$ cat src/rtl/smpl_cap_pkg.sv
package smpl_cap_pkg;
    typedef enum logic [1:0] {
        ST_IDLE    = 2'd0,
        ST_CAPTURE = 2'd1,
        ST_FULL    = 2'd2,
        ST_READOUT = 2'd3
    } cap_state_e;
endpackage

$ cat src/rtl/cap_addr_ctr.sv
// Row / word-in-row address counter; rows wrap at ROWS, not at a power of two.
module cap_addr_ctr #(
    parameter int ROWS = 96,
    parameter int WPR  = 16,
    localparam int RW  = $clog2(ROWS),
    localparam int CW  = $clog2(WPR)
) (
    input  logic          clk,
    input  logic          rst_n,
    input  logic          clr,
    input  logic          inc,
    output logic [RW-1:0] row,
    output logic [CW-1:0] col,
    output logic          last
);
    logic row_end;
    logic col_end;

    assign col_end = (col == CW'(WPR - 1));
    assign row_end = (row == RW'(ROWS - 1));
    assign last    = row_end && col_end;

    always_ff @(posedge clk) begin
        if (!rst_n || clr) begin
            row <= '0;
            col <= '0;
        end else if (inc) begin
            if (col_end) begin
                col <= '0;
                row <= row_end ? '0 : row + RW'(1);
            end else begin
                col <= col + CW'(1);
            end
        end
    end
endmodule

$ cat src/rtl/cap_fsm.sv
// Control machine: state register, next-state logic, output strobes.
module cap_fsm
    import smpl_cap_pkg::*;
(
    input  logic clk,
    input  logic rst_n,
    input  logic start,
    input  logic rd_cmd,
    input  logic smp_valid,
    input  logic last,
    output logic we_n,
    output logic sae,
    output logic ctr_clr,
    output logic ctr_inc,
    output logic full,
    output logic done
);
    cap_state_e state;
    cap_state_e state_nx;
    logic       done_nx;

    always_ff @(posedge clk) begin
        if (!rst_n) begin
            state <= ST_IDLE;
            done  <= 1'b0;
        end else begin
            state <= state_nx;
            done  <= done_nx;
        end
    end

    always_comb begin
        state_nx = state;
        done_nx  = done;
        unique case (state)
            ST_IDLE: begin
                if (start) begin
                    state_nx = ST_CAPTURE;
                    done_nx  = 1'b0;
                end
            end
            ST_CAPTURE: begin
                if (smp_valid && last) begin
                    state_nx = ST_FULL;
                    done_nx  = 1'b1;
                end
            end
            ST_FULL: begin
                if (start) begin
                    state_nx = ST_CAPTURE;
                    done_nx  = 1'b0;
                end else if (rd_cmd) begin
                    state_nx = ST_READOUT;
                end
            end
            ST_READOUT: begin
                if (last) state_nx = ST_FULL;
            end
            default: state_nx = ST_IDLE;
        endcase
    end

    always_comb begin
        we_n    = 1'b1;
        sae     = 1'b0;
        ctr_clr = 1'b0;
        ctr_inc = 1'b0;
        full    = (state == ST_FULL);
        unique case (state)
            ST_IDLE:    ctr_clr = start;
            ST_CAPTURE: begin
                we_n    = ~smp_valid;
                ctr_inc = smp_valid;
            end
            ST_FULL:    ctr_clr = start | rd_cmd;
            ST_READOUT: begin
                sae     = 1'b1;
                ctr_inc = 1'b1;
            end
            default: ;
        endcase
    end
endmodule

$ cat src/rtl/cap_rd_pipe.sv
// Aligns the read qualifier with the buffer's one-cycle read latency.
module cap_rd_pipe #(
    parameter int DW = 16
) (
    input  logic          clk,
    input  logic          rst_n,
    input  logic          sae,
    input  logic [DW-1:0] mem_rdata,
    output logic          rd_valid,
    output logic [DW-1:0] rd_data
);
    always_ff @(posedge clk) begin
        if (!rst_n) rd_valid <= 1'b0;
        else        rd_valid <= sae;
    end

    assign rd_data = rd_valid ? mem_rdata : '0;
endmodule

$ cat src/rtl/smpl_cap_ctrl.sv
module smpl_cap_ctrl #(
    parameter int DW   = 16,
    parameter int ROWS = 96,
    parameter int WPR  = 16,
    localparam int RW  = $clog2(ROWS),
    localparam int CW  = $clog2(WPR)
) (
    input  logic          clk,
    input  logic          rst_n,
    input  logic [DW-1:0] smp_data,
    input  logic          smp_valid,
    input  logic          cmd_start,
    input  logic          cmd_read,
    output logic [RW-1:0] mem_row,
    output logic [CW-1:0] mem_col,
    output logic          mem_we_n,
    output logic          mem_sae,
    output logic [DW-1:0] mem_wdata,
    input  logic [DW-1:0] mem_rdata,
    output logic [DW-1:0] rd_data,
    output logic          rd_valid,
    output logic          full,
    output logic          done
);
    logic ctr_clr;
    logic ctr_inc;
    logic ctr_last;

    cap_fsm u_fsm (
        .clk       (clk),
        .rst_n     (rst_n),
        .start     (cmd_start),
        .rd_cmd    (cmd_read),
        .smp_valid (smp_valid),
        .last      (ctr_last),
        .we_n      (mem_we_n),
        .sae       (mem_sae),
        .ctr_clr   (ctr_clr),
        .ctr_inc   (ctr_inc),
        .full      (full),
        .done      (done)
    );

    cap_addr_ctr #(.ROWS(ROWS), .WPR(WPR)) u_ctr (
        .clk   (clk),
        .rst_n (rst_n),
        .clr   (ctr_clr),
        .inc   (ctr_inc),
        .row   (mem_row),
        .col   (mem_col),
        .last  (ctr_last)
    );

    cap_rd_pipe #(.DW(DW)) u_rd (
        .clk       (clk),
        .rst_n     (rst_n),
        .sae       (mem_sae),
        .mem_rdata (mem_rdata),
        .rd_valid  (rd_valid),
        .rd_data   (rd_data)
    );

    assign mem_wdata = smp_data;
endmodule

$ cat config.mk
export PLATFORM = sky130hd
export DESIGN_NAME = smpl_cap_ctrl
export DESIGN_NICKNAME = d
export VERILOG_FILES = /design/src/rtl/smpl_cap_pkg.sv /design/src/rtl/cap_addr_ctr.sv /design/src/rtl/cap_fsm.sv /design/src/rtl/cap_rd_pipe.sv /design/src/rtl/smpl_cap_ctrl.sv
export SDC_FILE = /design/constraint.sdc
export NUM_CORES = 1
export LEC_CHECK = 0
export BUFFER_PORTS_ARGS = -buffer_cell sky130_fd_sc_hd__buf_2
export CAP_MARGIN = 20
export CELL_PAD_IN_SITES_DETAIL_PLACEMENT = 0
export CELL_PAD_IN_SITES_GLOBAL_PLACEMENT = 1
export CORE_MARGIN = 2
export CORE_UTILIZATION = 26
export DETAILED_ROUTE_END_ITERATION = 12
export PLACE_DENSITY_LB_ADDON = 0.1
export SLEW_MARGIN = 20
export SYNTH_ARGS = -nofsm -noshare
export SYNTH_HDL_FRONTEND = slang
export SYNTH_SLANG_ARGS = --single-unit
$ cat constraint.sdc
create_clock -name clk -period 2.05 [get_ports clk]
set_input_delay 0.3075 -clock clk [delete_from_list [all_inputs] [get_ports clk]]
set_output_delay 0.3075 -clock clk [all_outputs]
set_load 0.1 [all_outputs]
== Word-level counts from Yosys, hierarchy flattened ==
Cells that the tools add are included.

* Output and inout bits: 48
* Flip-flop bits (word level): 15
* Input port bits: 37

* Bitwise logic cells: 2
* Reductions and logical operators: 10
* Add/sub/neg operators: 2
* Muxes and demuxes: 16
* Eq/ne operators: 10

{| class="wikitable"
|+ Operators by type and width
! kind !! number
|-
| $mux 16 || 1
|-
| $mux 2 || 5
|-
| $pmux 2 s4 || 1
|-
| $add 7x1->7 const B || 1
|-
| $eq 7x7->1 const B || 1
|-
| $mux 7 || 1
|-
| $ne 2x1->1 const B || 3
|-
| $pmux 1 s2 || 3
|-
| $add 4x1->4 const B || 1
|-
| $eq 2x2->1 const B || 2
|-
| $eq 4x4->1 const B || 1
|-
| $mux 1 || 4
|-
| $mux 4 || 1
|-
| $reduce_and 4->1 || 1
|-
| $ne 3x3->1 const B || 1
|-
| $reduce_and 3->1 || 1
|-
| $eq 2x1->1 const B || 1
|-
| $logic_and 1x1->1 || 2
|-
| $logic_not 2->1 || 1
|-
| $ne 2x2->1 const B || 1
|-
| $reduce_and 2->1 || 1
|-
| $reduce_bool 2->1 || 1
|-
| $reduce_or 2->1 || 1
|-
| $logic_not 1->1 || 1
|-
| 3 further kinds || 3
|}

== Logic depth before layout (Yosys ltp) ==
Gate-level depths: netlist of the first run.

* Depth after elaboration: 5
* Depth in mapped cells: 5
* Mapped depth without buffers: 5

== Hierarchy ==
Synthesis of the first run repeated with hierarchy kept, for this count alone.

* Cells, all modules: 117
* Area total of the unflattened synthesis: 984.7 um2

{| class="wikitable"
|+ Modules (own cells, without submodules)
! module !! area an instance (um2) !! instances !! cells an instance !! seq. area each (um2)
|-
| cap_addr_ctr || 559.3 || 1 || 64 || 220.2
|-
| cap_fsm || 152.6 || 1 || 18 || 60.1
|-
| cap_rd_pipe || 152.6 || 1 || 19 || 20.0
|-
| smpl_cap_ctrl || 120.1 || 1 || 16 || 0.0
|}

== Least setup slack after synthesis of the first run ==
No wires, ideal clock.

* Path kind: flip-flop to output port
* Start point: register u_rd.rd_valid
* End point: output port rd_data[11]
* Setup slack: -0.284 ns
* Stages on the path, launching flop included: 3
* Buffers on the path: 1
* Arrival time: 2.027 ns
* Path through: dfxtp_1 > clkbuf_1 > and2_1

* Cells in the longest elaborated chain, start to end: 1

{| class="wikitable"
|+ Ends and longest elaborated chain
! item !! RTL line !! source
|-
| start, declared || cap_rd_pipe.sv:9 || <nowiki>output logic rd_valid,</nowiki>
|-
| start signal, assigned || cap_rd_pipe.sv:13 || <nowiki>if (!rst_n) rd_valid <= 1'b0;</nowiki>
|-
| start signal, assigned || cap_rd_pipe.sv:14 || <nowiki>else rd_valid <= sae;</nowiki>
|-
| $mux 16 || cap_rd_pipe.sv:17 || <nowiki>assign rd_data = rd_valid ? mem_rdata : '0;</nowiki>
|-
| end, declared || smpl_cap_ctrl.sv:20 || <nowiki>output logic [DW-1:0] rd_data,</nowiki>
|}

No other way between the ends.

== Worst setup path in the final report of the first run ==
* Start point: register u_fsm.state[1]
* End point: output port mem_we_n

* Cells in the longest elaborated chain, start to end: 2

{| class="wikitable"
|+ Ends and longest elaborated chain
! item !! RTL line !! source
|-
| start, declared || cap_fsm.sv:18 || <nowiki>cap_state_e state;</nowiki>
|-
| start signal, assigned || cap_fsm.sv:27 || <nowiki>state <= state_nx;</nowiki>
|-
| $eq 2x1->1 || cap_fsm.sv:69 || <nowiki>unique case (state)</nowiki>
|-
| $mux 1 || cap_fsm.sv:69 ||
|-
| end, declared || smpl_cap_ctrl.sv:16 || <nowiki>output logic mem_we_n,</nowiki>
|}

No other way between the ends.

==> results of run 1 <==
==> worst max-delay path, delay by kind of cell (launching register included) <==
kind / cells / cell delay (ns)
buf+inv: 1 / 0.45
flops: 1 / 0.52
simple gates: 1 / 0.20
==> logic make-up after synthesis <==
kind of cell | share of synthesized area [%]
compound gates | 7.92
xor+xnor | 8.31
fa+ha+maj | 2.64
buf+inv | 16.6
flops | 31.7
simple gates | 32.9
==> per-layer routing <==
layer / share of wire [%] / wire length [um]
met4: 1.7 / 37
met1: 45 / 996
met3: 9.8 / 216
met2: 43 / 958
met5: 0 / 0
==> layout by cell type (no fill, tap or decap) <==
cell type | netlist | final
or2_4 | 1 | 1
xnor2_1 | 7 | 7
buf_2 | 0 | 52
nand3_1 | 3 | 3
nand2_1 | 6 | 6
a21oi_1 | 3 | 3
nor2b_2 | 0 | 1
buf_4 | 17 | 1
o21a_1 | 1 | 1
nor3_1 | 5 | 5
a211oi_1 | 1 | 1
inv_1 | 4 | 4
nand4_1 | 2 | 2
nand3_4 | 1 | 1
clkbuf_4 | 0 | 3
nor4_1 | 1 | 1
and2_1 | 17 | 6
o21ai_4 | 1 | 1
ha_1 | 2 | 2
dfxtp_1 | 15 | 10
dfxtp_2 | 0 | 5
nor2_1 | 9 | 9
a21oi_2 | 1 | 1
nor4_2 | 3 | 3
nand3b_1 | 1 | 1
and2_2 | 0 | 11
xor2_1 | 2 | 2
clkbuf_1 | 1 | 1
nand2b_1 | 1 | 1
o21ai_1 | 1 | 1
o211a_1 | 1 | 1
o21ai_0 | 1 | 1
and3_1 | 1 | 1
==> path summary, 6_finish.rpt <==
check                               from                          end  slack (ns)  cells after the start
max          u_fsm.state[1]$_SDFFE_PN0P_                     mem_we_n        0.30                      2
min reg2reg    u_ctr.col[1]$_SDFFE_PP0P_    u_ctr.col[1]$_SDFFE_PP0P_        0.48                      2
min                                rst_n  u_fsm.state[1]$_SDFFE_PN0P_        0.28                      2
max reg2reg    u_ctr.row[0]$_SDFFE_PP0P_    u_ctr.row[0]$_SDFFE_PP0P_        0.56                      5
==> cell type report <==
type                    count  area [um2]
clock buffers               4        26.3
fillers                   384        2240
repair buffers             53         268
inverters                   4        15.0
multi-input cells          73         507
flip-flops and latches     15         307
well taps                  46        57.6
==> stage by stage <==
| step | setup slack (ns) | power (mW) | instance area, um2 | hold WS, ns | utilization (%) |
|---|---|---|---|---|---|
| floorplan | 0.0341 | 0.487 | 971 | 0.441 | - |
| global placement | 0.607 | 0.368 | 1150 | 0.465 | 33.8 |
| detailed placement | 0.573 | 0.368 | 1150 | 0.474 | 33.8 |
| CTS | 0.291 | 0.541 | 1180 | 0.271 | 34.5 |
| global route | 0.219 | 0.556 | 1180 | 0.268 | 34.5 |
| finish | 0.297 | 0.531 | 1180 | 0.285 | 34.5 |
==> Yosys cell counts, drive strengths merged <==
cell type / n / area (um2)
a211oi: 1 / 7.51
a21oi: 4 / 23.8
and2: 17 / 106
and3: 1 / 6.26
buf: 18 / 139
clkbuf: 1 / 3.75
dfxtp: 15 / 300
ha: 2 / 25.0
inv: 4 / 15.0
nand2: 6 / 22.5
nand2b: 1 / 6.26
nand3: 4 / 32.5
nand3b: 1 / 7.51
nand4: 2 / 12.5
nor2: 9 / 33.8
nor2b: 1 / 6.26
nor3: 5 / 25.0
nor4: 4 / 43.8
o211a: 1 / 10.0
o21a: 1 / 7.51
o21ai: 3 / 26.3
or2: 1 / 8.76
xnor2: 7 / 61.3
xor2: 2 / 17.5
==> sequential cells by signal (all words and copies together), names as in the netlist <==
register,flops
u_ctr.row,7
u_fsm.done,1
u_ctr.col,4
u_rd.rd_valid,1
u_fsm.state,2
==> power groups by stage <==
stage,combinational (mW),sequential (mW),clock (mW)
6_report,0.0616,0.299,0.171
5_1_grt,0.0667,0.299,0.190
4_1_cts,0.0622,0.299,0.180
3_5_place_dp,0.0620,0.306,0
3_3_place_gp,0.0626,0.305,0
2_1_floorplan,0.177,0.311,0
==> impl_metrics.tcl, run 1 <==
set metrics [dict create \
    cp_slowest_stage_delay_ns 0.52 \
    setup_tns_ns 0 \
    top_usage_layer "met2" \
    grt_usage_pct 11.0 \
    outcome "finished clean" \
    cts-htree-levels 1 \
    antenna_found_initial 0 \
    clock-sinks 15 \
    setup.worst_path.start_class "flop" \
    area_growth_pct 24.4 \
    first_pass_iters 4 \
    die_h_um 64.4 \
    core_mm2 0.00342 \
    p_comb_share_pct 11.6 \
    layout.cells.non_filler 195 \
    worst-path-max-fanout 8 \
    via_count 843 \
    grt_max_degree 18 \
    critPathKind "flop to output port" \
    p_leak_nw 0.564 \
    die_w_um 64.4 \
    met1_usage_pct 12.9 \
    p_switching_mw 0.138 \
    dp.cells 191 \
    avgViaCountPerCell 4.32 \
    wire_per_inst_um 11.3 \
    ys_seq_area_share_pct 31.7 \
    layout.nets 189 \
    min_path_type "input pin to flop" \
    drcViolationCount 0 \
    use_met2_pct 18.0 \
    clk_latency_ns 0.28 \
    worstPathArrival_ns 1.45 \
    setup_viol 0 \
    peakVddDrop_mv 0.226 \
    fmax_mhz 570 \
    grt_use_met3_pct 4.23 \
    slowest_stage "dfxtp_1" \
    endpoint_kind "output port" \
    dp_hpwl_mm 1.78 \
    cp.required_ns 1.74 \
    num_antenna_cells 0 \
    synthesis.nets 150 \
    cts_buffers 3 \
    intPower_mw 0.393 \
    rows 21 \
    p_sw_share_pct 25.9 \
    clockPowerShare_pct 32.2 \
    cellPowerDensity_mw_per_mm2 450 \
    first_iter_violations 14 \
    dieArea_mm2 0.00415 \
    cts_hold_buf 0 \
    post_cts_buffers 0 \
    grt_pass1_vias 808 \
    cts_resized 0 \
    cts_tree "yes" \
    finalMaxSlewViolations 0 \
    max_cap_violations 0 \
    io_pins 85 \
    layout-drive-gt1-share_pct 53.7 \
    ys_warn_count 0 \
    fin_crit_sh_pct 85.5 \
    synthesis.area_um2 948 \
    place_congestion 0.689 \
    postSynthCellCount 111 \
    path_clk_slew_ns 0.09 \
    port_buffers 52 \
    skew_ns 0.00750 \
    cts_max_path_buffers 2 \
    rsz0062_at_grt "no" \
    min_period_ns 1.75 \
    max_slew_margin_pct 66.9 \
    antenna_left 0 \
    wirelength_mm 2.21 \
    grt_pass1_wl_mm 3.59 \
    start_util_pct 27.8 \
    grt-ovfl-total 0 \
    synth_cell_type_count 30 \
    synth_seq_cells 15 \
    avgSynthCellArea_um2 8.54 \
    cts_root_buf "clkbuf_4" \
    seqPwrFrac_pct 56.2 \
    tightest_slew_ns 0.500 \
    path_cells "nand3b_1, buf_2" \
    finalHoldViolCount 0 \
]
Power figures use the tool's default switching activity.
==> inputs of run 2 (changes only) <==
- PLACE_DENSITY_LB_ADDON: 0.1 -> 0.25
==> run 2 against run 1 <==
Non-clock buffer count unchanged. Critical path type unchanged. First-iteration DRC count up 140%. Critical path depth unchanged. Wire length up 0.82%. Combinational power about the same. Hold slack better by 0.016 ns. Die area unchanged.
==> impl_metrics.tcl, run 2 (synthesis gave the netlist of run 1 again) <==
set metrics [dict create \
    port_buffers 52 \
    top_regs "u_ctr.row (7), u_ctr.col (4), u_fsm.state (2)" \
    peakVddDrop_mv 0.211 \
    dp.cells 191 \
    grt_max_degree 18 \
    wl_met1_um 871 \
    cellPowerDensity_mw_per_mm2 446 \
    setup_viol 0 \
    drcViolationCount 0 \
    slowest_stage "dfxtp_1" \
    avgViaCountPerCell 4.32 \
    path_clk_slew_ns 0.09 \
    finalMaxSlewViolations 0 \
    largest_reg_flops 7 \
    wirelength_mm 2.23 \
    highest_layer "met4" \
    skew_ns 0.00224 \
    routed-wl-met3_um 308 \
    rsz0062_at_grt "no" \
    wire_per_inst_um 11.4 \
    grt_pass1_vias 766 \
    finalHoldViolCount 0 \
    rows 21 \
    met2_wirelength_mm 1.03 \
    core_mm2 0.00342 \
    layout.nets 189 \
    fmax_mhz 582 \
    finalPower_mw 0.526 \
    place_congestion 0.747 \
    cts_hold_buf 0 \
    holdWs_ns 0.300 \
    die_w_um 64.4 \
    dieArea_mm2 0.00415 \
    worstPathArrival_ns 1.41 \
    grt_pass1_wl_mm 3.35 \
    largest-register "u_ctr.row" \
    cp.required_ns 1.74 \
    io_pins 85 \
    setup_tns_ns 0 \
    setup.worst_path.start_class "flop" \
    path_cells "nand3b_1, buf_2" \
    max_slew_margin_pct 67.4 \
    layout-drive-gt1-share_pct 53.7 \
    dp_hpwl_mm 1.83 \
    die_h_um 64.4 \
    grt_usage_pct 10.1 \
    cts_max_path_buffers 2 \
    final_common_cell "buf_2" \
    via_count 842 \
    max_cap_violations 0 \
    first_iter_violations 33 \
    multi_input_area_um2 507 \
    grt-ovfl-total 0 \
    antenna_found_initial 0 \
    post_cts_buffers 0 \
    min_path_type "input pin to flop" \
    fillers 366 \
    cts_buffers 3 \
    cts_tree "yes" \
    seqCellArea_um2 307 \
    cts_resized 0 \
    endpoint_kind "output port" \
    tightest_slew_ns 0.493 \
    cp_slowest_stage_delay_ns 0.51 \
    outcome "finished clean" \
    area_growth_pct 24.4 \
    most-common-layout-cells "52 x buf_2, 11 x and2_2, 10 x dfxtp_1, 9 x nor2_1, 7 x xnor2_1" \
    min_period_ns 1.72 \
    cts_root_buf "clkbuf_4" \
    worst-path-max-fanout 8 \
    clk_latency_ns 0.27 \
    clock-sinks 15 \
    fin_crit_sh_pct 83.7 \
    cts-htree-levels 1 \
    start_util_pct 27.8 \
    p_leak_nw 0.564 \
    num_antenna_cells 0 \
    layout.cells.non_filler 195 \
    antenna_left 0 \
    first_pass_iters 4 \
    critPathKind "flop to output port" \
]
run 2: cell counts in the layout (fill, tap and decap cells not counted):
Identical to the previous run, type by type.
run 2: worst paths after layout:
path	from	to	slack (ns)	cells past startpoint
min	rst_n	u_fsm.state[1]$_SDFFE_PN0P_	0.30	2
min reg2reg	u_ctr.col[1]$_SDFFE_PP0P_	u_ctr.col[1]$_SDFFE_PP0P_	0.49	2
max reg2reg	u_ctr.row[0]$_SDFFE_PP0P_	u_ctr.row[0]$_SDFFE_PP0P_	0.57	5
max	u_fsm.state[1]$_SDFFE_PN0P_	mem_we_n	0.33	2
run 2: routing by layer:
metal	global-route usage, %	vias up
li1	-	426
met1	10.8	353
met3	4.40	2
met4	3.19	0
met5	0	-
met2	17.8	61
run 2: area by class of cell:
cell class / count / area share, %
clock buffers: 4 / 2.23
well taps: 46 / 4.88
multi-input cells: 73 / 42.9
repair buffers: 53 / 22.7
flip-flops and latches: 15 / 26.0
inverters: 4 / 1.27
run 2: report_power, final:
part / internal, mW / switching (mW) / total, mW
combinational: 0.0241 / 0.0375 / 0.0616
sequential: 0.294 / 0.00488 / 0.299
clock: 0.0752 / 0.0903 / 0.166
run 2: metrics by stage:
stage | cell area [um2] | setup WS (ns) | util, %
global placement | 1150 | 0.622 | 33.8
finish | 1180 | 0.333 | 34.5
detailed placement | 1150 | 0.576 | 33.8
floorplan | 971 | 0.0341 | -
CTS | 1180 | 0.310 | 34.5
global route | 1180 | 0.246 | 34.5
run 2: critical path, delay by kind of cell (launching register included):
family,cells,cell delay (ns)
buffers and inverters,1,0.44
AND/OR/NAND/NOR,1,0.19
flip-flops,1,0.51
